==> config.mk <==
export PLATFORM = sky130hd
export DESIGN_NAME = mbox_top
export DESIGN_NICKNAME = d
export VERILOG_FILES = /design/src/rtl/mbox_pkg.sv /design/src/rtl/mbox_level.sv /design/src/rtl/mbox_queue.sv /design/src/rtl/mbox_regs.sv /design/src/rtl/mbox_top.sv
export SDC_FILE = /design/constraint.sdc
export NUM_CORES = 1
export LEC_CHECK = 0
export BUFFER_PORTS_ARGS = -buffer_cell sky130_fd_sc_hd__buf_2
export CORE_UTILIZATION = 45
export DETAILED_ROUTE_END_ITERATION = 7
export GPL_TIMING_DRIVEN = 1
export HOLD_SLACK_MARGIN = 0.02
export PLACE_DENSITY = 0.6
export SLEW_MARGIN = 20
export SYNTH_ARGS = -nofsm -noshare
export SYNTH_HDL_FRONTEND = slang
export SYNTH_SLANG_ARGS = --single-unit
==> constraint.sdc <==
create_clock -name clk -period 4.2 [get_ports clk]
set_input_delay 0.84 -clock clk [delete_from_list [all_inputs] [get_ports clk]]
set_output_delay 0.84 -clock clk [all_outputs]
set_load 0.05 [all_outputs]
==> src/rtl/mbox_pkg.sv <==
// Package: shared word type, register offsets and status-word builder for
// the mailbox. Assumes a 32-bit register interface with byte offsets.
package mbox_pkg;

    localparam int WORD_W = 32;
    typedef logic [WORD_W-1:0] word_t;

    localparam word_t EMPTY_WORD = '1;

    localparam logic [7:0] OFF_POP_FIRST = 8'h80;
    localparam logic [7:0] OFF_POP_LAST  = 8'h8C;
    localparam logic [7:0] OFF_PEEK      = 8'h90;
    localparam logic [7:0] OFF_STATUS    = 8'h98;
    localparam logic [7:0] OFF_CONFIG    = 8'h9C;
    localparam logic [7:0] OFF_AUX_STAT  = 8'hB8;

    // Status layout: full flag, empty flag, level in the low byte.
    function automatic word_t make_status(input logic [7:0] lvl,
                                          input logic full,
                                          input logic empty);
        word_t s;
        s = '0;
        s[31] = full;
        s[30] = empty;
        s[7:0] = lvl;
        return s;
    endfunction

endpackage

==> src/rtl/mbox_level.sv <==
// Module: occupancy counter of one mailbox. Accepts a push only when not
// full and a pop only when not empty; both may happen in one cycle.
// Assumes DEPTH >= 1.
module mbox_level #(
    parameter int DEPTH = 8,
    localparam int CW = $clog2(DEPTH + 1)
) (
    input  logic          clk,
    input  logic          rst_n,
    input  logic          push,
    input  logic          pop,
    output logic [CW-1:0] level,
    output logic          full,
    output logic          empty,
    output logic          push_ok,
    output logic          pop_ok
);

    // Flags derived from the current level.
    assign full    = (level == CW'(DEPTH));
    assign empty   = (level == '0);
    assign push_ok = push & ~full;
    assign pop_ok  = pop & ~empty;

    // Level update: add accepted push, subtract accepted pop.
    always_ff @(posedge clk) begin
        if (!rst_n) begin
            level <= '0;
        end else begin
            level <= level + CW'(push_ok) - CW'(pop_ok);
        end
    end

    // the level never exceeds the depth.
    a_r10_level_bound: assert property (@(posedge clk) disable iff (!rst_n)
        level <= CW'(DEPTH));

    // a push into a full mailbox with no pop leaves it full.
    a_r8_full_push_drop: assert property (@(posedge clk) disable iff (!rst_n)
        (full && push && !pop) |=> (full && $stable(level)));

    // a pop from an empty mailbox with no push leaves it empty.
    a_r3_empty_pop_hold: assert property (@(posedge clk) disable iff (!rst_n)
        (empty && pop && !push) |=> empty);

endmodule

==> src/rtl/mbox_queue.sv <==
// Module: shift-register queue of DEPTH words. Slot 0 holds the oldest
// word. A pop shifts every slot down by one and the top slot loads the
// all-ones sentinel, so every unused slot reads as the sentinel.
// Assumes the sentinel never needs to be distinguished from real data.
module mbox_queue #(
    parameter int DEPTH = 8,
    parameter int W = mbox_pkg::WORD_W,
    localparam int CW = $clog2(DEPTH + 1)
) (
    input  logic          clk,
    input  logic          rst_n,
    input  logic          push,
    input  logic [W-1:0]  push_data,
    input  logic          pop,
    output logic [W-1:0]  head,
    output logic [CW-1:0] level,
    output logic          full,
    output logic          empty
);

    logic          push_ok;
    logic          pop_ok;
    logic [CW-1:0] wr_idx;
    logic [W-1:0]  slot [DEPTH];

    mbox_level #(.DEPTH(DEPTH)) u_level (
        .clk    (clk),
        .rst_n  (rst_n),
        .push   (push),
        .pop    (pop),
        .level  (level),
        .full   (full),
        .empty  (empty),
        .push_ok(push_ok),
        .pop_ok (pop_ok)
    );

    // Write position: first free slot after any same-cycle shift.
    assign wr_idx = level - CW'(pop_ok);

    for (genvar i = 0; i < DEPTH; i++) begin : g_slot
        logic [W-1:0] above;
        logic [W-1:0] nxt;

        if (i == DEPTH - 1) begin : g_top
            assign above = {W{1'b1}};
        end else begin : g_mid
            assign above = slot[i+1];
        end

        // Next value: shift on pop, then overlay an accepted push.
        always_comb begin
            nxt = pop_ok ? above : slot[i];
            if (push_ok && (wr_idx == CW'(i))) begin
                nxt = push_data;
            end
        end

        // Slot register, sentinel on reset.
        always_ff @(posedge clk) begin
            if (!rst_n) begin
                slot[i] <= {W{1'b1}};
            end else begin
                slot[i] <= nxt;
            end
        end
    end

    assign head = slot[0];

    if (DEPTH > 1) begin : g_chk_order
        // a plain pop brings the second-oldest word to the head.
        a_r2_pop_order: assert property (@(posedge clk) disable iff (!rst_n)
            (pop && !empty && !push) |=> (head == $past(slot[1])));
    end

    // popping the only word leaves the sentinel at the head.
    a_r4_freed_sentinel: assert property (@(posedge clk) disable iff (!rst_n)
        (pop && !push && level == CW'(1)) |=> (head == {W{1'b1}}));

endmodule

==> src/rtl/mbox_regs.sv <==
// Module: register decode, read mux, config register and interrupt.
// Answers every request one cycle later. Assumes 8-bit byte offsets,
// word-aligned full-width accesses and a level that fits in 8 bits.
module mbox_regs
    import mbox_pkg::*;
#(
    parameter int DEPTH = 8,
    localparam int CW = $clog2(DEPTH + 1)
) (
    input  logic          clk,
    input  logic          rst_n,
    input  logic          bus_sel,
    input  logic          bus_wr,
    input  logic [7:0]    bus_addr,
    input  logic [3:0]    bus_be,
    input  word_t         bus_wdata,
    input  word_t         head,
    input  logic [CW-1:0] level,
    input  logic          full,
    input  logic          empty,
    input  logic [CW-1:0] aux_level,
    input  logic          aux_full,
    input  logic          aux_empty,
    output logic          pop,
    output logic          rd_valid,
    output word_t         rd_data,
    output logic          irq
);

    logic  acc_ok;
    logic  in_pop_range;
    logic  cfg_en;
    word_t rd_next;
    word_t cfg_word;

    // Access qualification: full byte enables and word alignment.
    assign acc_ok       = bus_sel && (bus_be == 4'hF) && (bus_addr[1:0] == 2'b00);
    assign in_pop_range = (bus_addr >= OFF_POP_FIRST) && (bus_addr <= OFF_POP_LAST);
    assign pop          = acc_ok && !bus_wr && in_pop_range;

    // Config view: enable bit plus live not-empty flag.
    always_comb begin
        cfg_word    = '0;
        cfg_word[0] = cfg_en;
        cfg_word[4] = ~empty;
    end

    // Read mux: pick the register addressed by a qualified read.
    always_comb begin
        rd_next = '0;
        if (acc_ok && !bus_wr) begin
            if (in_pop_range) begin
                rd_next = empty ? EMPTY_WORD : head;
            end else begin
                case (bus_addr)
                    OFF_PEEK:     rd_next = head;
                    OFF_STATUS:   rd_next = make_status(8'(level), full, empty);
                    OFF_CONFIG:   rd_next = cfg_word;
                    OFF_AUX_STAT: rd_next = make_status(8'(aux_level), aux_full, aux_empty);
                    default:      rd_next = '0;
                endcase
            end
        end
    end

    // Response register: one-cycle read latency.
    always_ff @(posedge clk) begin
        if (!rst_n) begin
            rd_valid <= 1'b0;
            rd_data  <= '0;
        end else begin
            rd_valid <= bus_sel;
            rd_data  <= rd_next;
        end
    end

    // Config enable: only bit 0 of a qualified config write is stored.
    always_ff @(posedge clk) begin
        if (!rst_n) begin
            cfg_en <= 1'b0;
        end else if (acc_ok && bus_wr && (bus_addr == OFF_CONFIG)) begin
            cfg_en <= bus_wdata[0];
        end
    end

    assign irq = cfg_en & ~empty;

    // a response follows every request by exactly one cycle.
    a_r12_rsp_timing: assert property (@(posedge clk) disable iff (!rst_n)
        1'b1 |=> (rd_valid == $past(bus_sel)));

    // a qualified config write stores write-data bit 0.
    a_r6_cfg_load: assert property (@(posedge clk) disable iff (!rst_n)
        (bus_sel && bus_wr && bus_be == 4'hF && bus_addr == OFF_CONFIG)
        |=> (cfg_en == $past(bus_wdata[0])));

    // unqualified accesses never pop.
    a_r11_no_stray_pop: assert property (@(posedge clk) disable iff (!rst_n)
        (bus_sel && bus_be != 4'hF) |-> !pop);

endmodule

==> src/rtl/mbox_top.sv <==
// Module: mailbox top. Producer-to-CPU queue with register access and a
// data-available interrupt, plus the occupancy counter of the opposite
// mailbox, whose status only is readable. Assumes synchronous reset.
module mbox_top
    import mbox_pkg::*;
#(
    parameter int DEPTH = 8
) (
    input  logic        clk,
    input  logic        rst_n,
    input  logic        in_valid,
    input  logic [31:0] in_data,
    output logic        in_ready,
    input  logic        aux_push,
    input  logic        aux_pop,
    input  logic        bus_sel,
    input  logic        bus_wr,
    input  logic [7:0]  bus_addr,
    input  logic [3:0]  bus_be,
    input  logic [31:0] bus_wdata,
    output logic        rd_valid,
    output logic [31:0] rd_data,
    output logic        irq
);

    localparam int CW = $clog2(DEPTH + 1);

    word_t         q_head;
    logic [CW-1:0] q_level;
    logic          q_full;
    logic          q_empty;
    logic          q_pop;
    logic [CW-1:0] a_level;
    logic          a_full;
    logic          a_empty;
    logic          a_push_ok;
    logic          a_pop_ok;

    mbox_queue #(.DEPTH(DEPTH), .W(WORD_W)) u_queue (
        .clk      (clk),
        .rst_n    (rst_n),
        .push     (in_valid),
        .push_data(in_data),
        .pop      (q_pop),
        .head     (q_head),
        .level    (q_level),
        .full     (q_full),
        .empty    (q_empty)
    );

    mbox_level #(.DEPTH(DEPTH)) u_aux (
        .clk    (clk),
        .rst_n  (rst_n),
        .push   (aux_push),
        .pop    (aux_pop),
        .level  (a_level),
        .full   (a_full),
        .empty  (a_empty),
        .push_ok(a_push_ok),
        .pop_ok (a_pop_ok)
    );

    mbox_regs #(.DEPTH(DEPTH)) u_regs (
        .clk      (clk),
        .rst_n    (rst_n),
        .bus_sel  (bus_sel),
        .bus_wr   (bus_wr),
        .bus_addr (bus_addr),
        .bus_be   (bus_be),
        .bus_wdata(bus_wdata),
        .head     (q_head),
        .level    (q_level),
        .full     (q_full),
        .empty    (q_empty),
        .aux_level(a_level),
        .aux_full (a_full),
        .aux_empty(a_empty),
        .pop      (q_pop),
        .rd_valid (rd_valid),
        .rd_data  (rd_data),
        .irq      (irq)
    );

    assign in_ready = ~q_full;

    // the interrupt is never raised over an empty queue.
    a_r7_irq_needs_data: assert property (@(posedge clk) disable iff (!rst_n)
        irq |-> !q_empty);

    // the second mailbox moves by at most one per accepted event.
    a_r10_aux_step: assert property (@(posedge clk) disable iff (!rst_n)
        (a_push_ok && !a_pop_ok) |=> (a_level == $past(a_level) + CW'(1)));

endmodule

==> flow_summary.ini <==
[outcome]
status = completed

[global_route]
grt_pass1_wl_um = 54100
antenna_found_initial = 1
grt_max_degree = 225
grtUsageTotal_pct = 22.6
grt_remaining_overflow = 0
grt_pass1_vias = 9908

[setup_path]
cp.required_ns = 4.63
r2r_start = u_queue.u_level.level[2]
cp_data_arrival_time_ns = 4.16
crit_fanout = 19
worstPathCellList = buf_2 > or4b_4 > nor4b_4 > nand2_8 > clkinv_2 > ha_1 > nor2b_1 > o21ai_0 > nor3_2 > nor2b_2 > buf_4 > a32oi_1
worstSetupPathType = in2reg
endpoint = u_queue.slot[0][22]
end_kind = flip-flop
startpoint = bus_addr[4]
worst_r2r_endpoint = u_queue.slot[0][22]
cp-start-kind = input port
reg2reg_slack_ns = 1.03
cpMaxStageDelayCell = o21ai_0
max_stage_delay_ns = 0.60
worstRegToRegCells = 12

[clock_tree]
path_clk_slew_ns = 0.06
clk_latency_ns = 0.57
cts.sinks = 298
cts_buffers = 31
cts_setup_buffers = 0
post_cts_resized = 0
cts_tree = yes
cts_hold_buf = 0
root_buffer = clkbuf_16
htree_levels = 1
clockBufferDepth = 3

[placement]
place_hpwl_um = 19900
placed_area_sq_um = 13500
globalplace.congestion = 0.785
port_buffers = 86
place_ws_ns = -0.0181

[sta]
hold_viol = 0
fmax_ghz = 0.268
finalSetupViolCount = 0
finalWorstSetupSlack_ns = 0.473
tightest_slew_ns = 1.17
drv_slew = 0
timing.final.crit_share_pct = 88.7
finalClockSkew_ns = 0.0131
rsz0062_at_grt = false
min_period_ns = 3.73
worst_slew_margin_rel_pct = 21.7

[synth]
synth_cell_types = 43
yosysTopAreaCell = dfxtp_1
synth_edf_count = 0
synthCells = 1533
async_flop_share_pct = 0
ys.warnings.count = 0
ys_seq_area_share_pct = 46.3
ys_ff_latch = 298
synthTopCellsByArea = dfxtp_1 (46%), nand2_1 (8.7%), a32oi_1 (8.7%), a211oi_1 (5.6%), and3_1 (4.7%)
dominantRegCellSynth = dfxtp_1
synth.avg_cell_area_sq_um = 8.41
syn-num-nets = 1634
synth_top_area_share_pct = 46.3
syn_area_sq_um = 12900

[detailed_routing]
drtIter0Drc = 963
routed_via_density = 5.62
wl_um = 33100
dr_total_vias = 10910
drc_errors = 0
firstDrtPassIters = 5
wl_per_cell_um = 17.1
ant_nets = 0

[flow_run]
cap_violations = 0

[die]
die_y_um = 171
boundaryPins = 118
start_util_pct = 46.0
dieArea_sq_um = 29300
rows = 61
core_sq_um = 28000
die_w_um = 171

[layout]
drive_gt1_share_pct = 11.9
final_area_sq_um = 14600
multi_input_area_sq_um = 6330
fillCellCount = 2715
seqCellArea_sq_um = 5970
area_growth_pct = 13.4
layout.nets = 1639
final_core_util_pct = 52.2

[pwr]
ir_drop_v = 0.000369
powerDensity_nw_per_um2 = 484
p_leak_uw = 0.00658

[min_path]
hp-class = reg2reg
==> worst max-delay path: cells and delay by family <==
kind / cells / cell delay [ns]
AOI/OAI and AO/OA: 2 / 0.73
buffers and inverters: 3 / 0.52
and+or+nand+nor: 6 / 1.88
adders and majority gates: 1 / 0.17
==> state kept, by name (all words and copies together), names as in the netlist <==
register               count
u_regs.rd_data            32
u_aux.level                4
u_regs.cfg_en              1
u_queue.u_level.level      4
u_regs.rd_valid            1
u_queue.slot             256
==> cell usage after synthesis (3+ instances only) <==
cell type  instances
a211oi_1          96
a21o_1            34
a21oi_1           31
a22o_1             5
a31oi_1            5
a32oi_1          128
and2_1            10
and3_1            96
buf_2             37
clkbuf_1         106
dfxtp_1          298
ha_1              16
inv_1             14
mux2i_1           33
nand2_1          300
nand3_1            4
nand4_1            5
nor2_1           130
nor2b_1           40
nor3_1             9
o21ai_0           45
o21ai_1           59
or3_1              4
xor2_1             3
==> cell type report <==
type | count | share of cell area, %
clock buffer | 45 | 6.08
antenna | 1 | 0.0171
inverter | 15 | 0.394
sequential | 298 | 40.8
tap | 378 | 3.24
clock inverter | 11 | 1.16
multi-input combinational | 1074 | 43.4
timing repair buffer | 118 | 4.92
==> per-layer routing <==
| layer | vias up | GRT usage [%] | wire length [um] | part of all wire [%] |
|---|---|---|---|---|
| met5 | - | 0 | 0 | 0 |
| met4 | 0 | 4.97 | 565 | 1.7 |
| met3 | 33 | 2.88 | 1910 | 5.8 |
| met2 | 297 | 32.7 | 13900 | 42 |
| met1 | 5111 | 35.3 | 16700 | 51 |
| li1 | 5469 | - | - | - |
==> per-stage QoR <==
step                      hold WS [ns]  setup TNS (ns)  power, uW  std cells
after floorplan                  0.432               0       3920       1533
after CTS                        0.460               0       7130       1939
final                            0.460               0       7070       1940
after global routing             0.483               0       7380       1940
after detailed placement         0.449          -0.252       4290       1883
after global placement           0.455               0       4270       1883
==> where the power goes <==
group | internal (uW) | total [uW] | switching (uW)
clock | 1710 | 2830 | 1120
combinational | 345 | 1110 | 769
sequential | 3010 | 3120 | 114
total | 5060 | 7070 | 2010
==> kinds of logic after synthesis <==
family,after synthesis,synth area share (%)
XOR/XNOR,5,0.340
multiplexers,33,2.56
AND/OR/NAND/NOR,610,21.4
adder cells (fa/ha/maj),18,1.86
AO/OA/AOI/OAI,408,22.4
flip-flops,298,46.3
buffers and inverters,161,5.08
==> cell usage in the layout, fill, tap and decap left out, drive strengths merged, types with 4 or more instances in the layout <==
master,synthesis,routed
dfxtp,298,298
or3,4,4
clkinv,0,7
nor3,9,9
a22o,5,5
a31oi,5,5
ha,16,16
and2,10,10
mux2i,33,33
a21oi,31,31
and3,96,96
nand2,301,301
bufinv,0,4
a21o,34,34
nand3,4,4
clkbuf,106,45
inv,15,15
o21ai,104,104
nor2,130,130
buf,40,118
a32oi,128,128
nand4,5,5
a211oi,96,96
nor2b,40,40
==> worst min-delay path by stage <==
| stage | from | end | depth (start not counted) |
|---|---|---|---|
| finish | u_queue.slot[0][4] | u_regs.rd_data[4] | 2 |
| global route | bus_sel | u_regs.rd_valid | 2 |
| CTS | u_queue.slot[0][4] | u_regs.rd_data[4] | 2 |
| detailed placement | u_queue.slot[0][4] | u_regs.rd_data[4] | 2 |
| global placement | u_queue.slot[0][4] | u_regs.rd_data[4] | 2 |
| floorplan | u_queue.slot[0][4] | u_regs.rd_data[4] | 2 |
Power figures use the tool's default switching activity.
